<file path="config.mk">
export PLATFORM = sky130hd
export DESIGN_NAME = burst_addr_gen
export DESIGN_NICKNAME = d
export VERILOG_FILES = /design/src/rtl/burst_addr_gen.sv
export SDC_FILE = /design/constraint.sdc
export NUM_CORES = 1
export LEC_CHECK = 0
export BUFFER_PORTS_ARGS = -buffer_cell sky130_fd_sc_hd__buf_2
export CAP_MARGIN = 25
export CELL_PAD_IN_SITES_DETAIL_PLACEMENT = 1
export CELL_PAD_IN_SITES_GLOBAL_PLACEMENT = 1
export CORE_MARGIN = 4
export CORE_UTILIZATION = 36
export CTS_CLUSTER_SIZE = 28
export DETAILED_ROUTE_END_ITERATION = 16
export PLACE_DENSITY_LB_ADDON = 0.1
export SYNTH_ARGS = -nofsm -noshare
export SYNTH_HDL_FRONTEND = slang
export SYNTH_SLANG_ARGS = --single-unit
export TNS_END_PERCENT = 100
</file>
<file path="constraint.sdc">
create_clock -name clk -period 1 [get_ports clk]
set_input_delay 0.05 -clock clk [delete_from_list [all_inputs] [get_ports clk]]
set_output_delay 0.05 -clock clk [all_outputs]
set_load 0.02 [all_outputs]
</file>
<file path="src/rtl/burst_addr_gen.sv">
module burst_addr_gen #(
  parameter int ADDR_W = 18,
  parameter int CNT_W  = 2
) (
  input  logic              clk,
  input  logic              rst_n,
  input  logic              load_cpu,
  input  logic              load_ctl,
  input  logic              advance,
  input  logic              order_xor,
  input  logic [ADDR_W-1:0] addr_in,
  output logic [ADDR_W-1:0] addr_out
);
  localparam int HI_W = ADDR_W - CNT_W;

  logic [ADDR_W-1:0] base_q;
  logic [CNT_W-1:0]  beat_q;
  logic              load;
  logic [CNT_W-1:0]  lin_low, xor_low;

  assign load = load_cpu | load_ctl;

  always_ff @(posedge clk or negedge rst_n) begin
    if (!rst_n) begin
      base_q <= '0;
      beat_q <= '0;
    end else if (load) begin
      base_q <= addr_in;
      beat_q <= '0;
    end else if (advance) begin
      beat_q <= beat_q + 1'b1;
    end
  end

  assign lin_low  = base_q[CNT_W-1:0] + beat_q;
  assign xor_low  = base_q[CNT_W-1:0] ^ beat_q;
  assign addr_out = {base_q[ADDR_W-1 -: HI_W], order_xor ? xor_low : lin_low};
endmodule

</file>
* Word level (Yosys, flattened, before mapping)
Index checks and enable logic that the tools add are counted.
Word-level totals: register bits 20, output and inout bits 18, logic and storage cells 10, bits of input ports 24
Operators by class: bitwise gates (word level) 2, reductions and logical operators 1, $add $sub $neg 2, mux-type cells 3
Operators by type and width (count):
- $mux W2 | 3
- $add A2 B1 Y2 const B | 1
- $add A2 B2 Y2 | 1
- $reduce_bool A2 Y1 | 1
- $xor A2 B2 Y2 | 1
- $or A1 B1 Y1 | 1

* Depth between registers and ports, before layout
word-level depth 3, mapped depth 3, depth with buffers taken out 3

* Worst setup path before layout
Ideal clock, no wire load.
path type reg-to-output, start register beat_q[0], end output port addr_out[1], setup slack -0.121 ns, arrival time 1.071 ns, path buffers 0, required time 0.950 ns, cell stages (with the launch flop) 4, path through dfrtp_1 -> ha_1 -> nor2b_1 -> xnor2_1
On the way: cells in the longest elaborated chain, start to end 2
Ends and longest elaborated chain:
- start: declaration | RTL line 17 | logic [CNT_W-1:0] beat_q;
- start signal: assignment | RTL line 31 | beat_q <= beat_q + 1'b1;
- $add A2 B2 Y2 | RTL line 35 | assign lin_low = base_q[CNT_W-1:0] + beat_q;
- $mux W2 | RTL line 37 | assign addr_out = {base_q[ADDR_W-1 -: HI_W], order_xor ? xor_low : lin_low};
- end: declaration | RTL line 12 | output logic [ADDR_W-1:0] addr_out
Every way passes these cells.

* Worst setup path after layout
start register base_q[0], end output port addr_out[1]
On the way: cells in the longest elaborated chain, start to end 2
Ends and longest elaborated chain:
- start: declaration | RTL line 16 | logic [ADDR_W-1:0] base_q;
- start signal: assignment | RTL line 28 | base_q <= addr_in;
- $add A2 B2 Y2 | RTL line 35
- $mux W2 | RTL line 37
Every way passes these cells.

==> results_dict.tcl <==
set metrics [dict create \
    status "complete, but fails checks" \
    failed_checks "setup timing" \
    final_area_um2 1400 \
    crit_slowest_cell "dfrtp_1" \
    skew_ns 0.000108 \
    wl_um 2000 \
    grt_first_pass_wirelength_um 3310 \
    p_clk_share_pct 25.4 \
    die-width_um 60.5 \
    hold_violations 0 \
    ant_nets 0 \
    via_per_inst 4.40 \
    crit_required_ns 0.95 \
    nets 142 \
    drc_errors 0 \
    cts_buffers 3 \
    max_slew.worst_pin.slew_ns 0.451 \
    synth_ff_type "dfrtp_1" \
    synth_edf_count 0 \
    clk-insertion-delay-late_ns 0.30 \
    io_pins 42 \
    fillers 271 \
    drt-initial-drc-count 6 \
    yosysTopAreaCell "dfrtp_1" \
    finalCritPeriodShare_pct 133 \
    power_frac_seq_pct 48.9 \
    syn-num-nets 91 \
    end_kind "primary output" \
    crit_buf_inv 1 \
    rsz0062_at_grt "yes" \
    synth_common_cells "dfrtp_1, mux2_4, buf_4" \
    startpoint_type "flop" \
    gp_congestion 0.662 \
    start_util_pct 39.0 \
    hp-class "in2reg" \
    grt_max_degree 21 \
    setup_viol 3 \
    syn_inst 66 \
    place_area_um2 1140 \
    die_h_um 60.5 \
    internal_power_mw 1.37 \
    core_um2 2540 \
    synth_area_leaders "dfrtp_1, mux2_4, buf_4, xnor2_1, buf_6" \
    total_power_mw 1.85 \
    groute.usage.overall_pct 12.4 \
    path_max_fanout 2 \
    async_reset_ff_share_pct 100 \
    p_per_area_nw_per_um2 1320 \
    detail_route.wl_per_cell_um 13.7 \
    path_clk_slew_ns 0.11 \
    power.share.switching_pct 26.4 \
    cts_buffer_depth 2 \
    leakage_nw 0.720 \
    cp_top_family "flip-flops" \
    syn_avg_cell_area_um2 15.1 \
    gr-total-overflow 0 \
    htreeDepth 1 \
    cap_violations 0 \
    cts_tree "built" \
    antenna_found_initial 0 \
    post_synth_num_cell_types 12 \
    timing.final.ws_setup_ns -0.333 \
    power_frac_comb_pct 25.7 \
    critical_path_class "reg2out" \
    critPathMaxStageDelay_ns 0.37 \
    peakVddDrop_v 0.000837 \
    io_buffers 41 \
    fin_crit_ns 1.33 \
    max_freq_mhz 750 \
    syn-cell-area_um2 993 \
    grt_pass1_vias 716 \
    root_buffer "clkbuf_4" \
    placementRows 18 \
    yosysMostFrequentCell "dfrtp_1" \
    crit_arrival_ns 1.28 \
    vias 643 \
    syn_to_final_growth_pct 41.2 \
    post-dp-hpwl_um 1300 \
    clock-sinks 20 \
    p_sw_uw 489 \
    ys_seq_area_share_pct 50.4 \
    dr.pass1.iters 2 \
    post-route-util_pct 55.1 \
    ys_seq_elements 20 \
    r2r_slack_ns -0.02 \
    antenna_cells 0 \
    die_area_um2 3660 \
    drv_slew 0 \
    cp_cell_sequence "ha_2 -> nor2b_4 -> xnor2_4 -> buf_6" \
    relSlewSlack_pct 69.9 \
    ys_warn_count 0 \
    drive_above_1_share_pct 63.8 \
    synth_top_area_share_pct 50.4 \
]
cell usage in the layout (no fill, tap or decap):
master / n
dfrtp_1: 20
buf_2: 39
dlygate4sd3_1: 19
clkbuf_8: 1
or2_4: 1
xnor2_1: 1
a21oi_2: 1
buf_4: 4
buf_6: 2
mux2_4: 18
xnor2_2: 1
clkbuf_4: 3
nor2_1: 1
a21bo_2: 1
nand3b_1: 1
nor2b_4: 1
xnor2_4: 1
ha_2: 1
cells by family (layout without fill, tap and decap cells):
kind of cell	count (synthesis)	in the layout	synth area share [%]
compound gates	2	2	1.51
flops	20	20	50.4
mux	18	18	27.2
fa+ha+maj	1	1	1.26
xor+xnor	3	3	2.65
simple gates	4	4	2.65
buf+inv	18	68	14.4
per-layer routing:
metal / global-route usage (%) / part of all wire (%)
met1: 14.2 / 39
met2: 21.6 / 52
met3: 5.74 / 7.8
met4: 1.86 / 0.95
met5: 0 / 0
power by group through the flow:
stage | clock network [mW] | logic [mW] | registers [mW]
global route | 0.525 | 0.512 | 0.918
CTS | 0.502 | 0.476 | 0.909
global placement | 0 | 0.392 | 0.920
detailed placement | 0 | 0.397 | 0.923
finish | 0.471 | 0.477 | 0.907
floorplan | 0 | 0.334 | 0.916
metrics by stage:
stage / setup WS [ns] / setup TNS [ns] / instances / hold WS (ns)
after floorplan: 0.0294 / 0 / 66 / -0.246
after global placement: -0.0171 / -0.0204 / 121 / 0.0282
after detailed placement: -0.0567 / -0.113 / 121 / 0.0365
after CTS: -0.351 / -0.571 / 145 / 0.0247
after global routing: -0.401 / -0.708 / 146 / 0.0262
final: -0.333 / -0.539 / 146 / 0.0419
tightest hold or removal path, stage by stage:
cell and delay [ns]:
buf_2 0.12, xnor2_2 0.11, nor2_1 0.03
area by class of cell:
type / count / area, um^2 / area share [%]
clock buffers: 4 / 36.3 / 2.59
multi-input cells: 28 / 390 / 27.8
flip-flops and latches: 20 / 500 / 35.7
well taps: 30 / 37.5 / 2.68
repair buffers: 64 / 438 / 31.2
sequential cells by signal, indices dropped and copies added (netlist names):
| name | flops |
|---|---|
| base_q | 18 |
| beat_q | 2 |
path summary, 6_finish.rpt:
path                       startpoint          end  cells past startpoint
setup / recovery            base_q[0]  addr_out[1]                      4
hold / removal                advance    beat_q[0]                      3
setup reg to reg            beat_q[0]    beat_q[1]                      4
hold reg to reg            base_q[10]   base_q[10]                      1
max in group asynchronous       rst_n    base_q[1]                      2
min in group asynchronous       rst_n   base_q[17]                      2
repair_timing:
item	4_1_cts	5_1_grt
setup buffers	1	1
setup endpoints to repair	2	4
gates resized for setup	5	1
pin swaps	2	1
endpoints found under the hold margin	38	0
hold buffers	19	0
No activity file was read; power rests on OpenSTA's default activity.
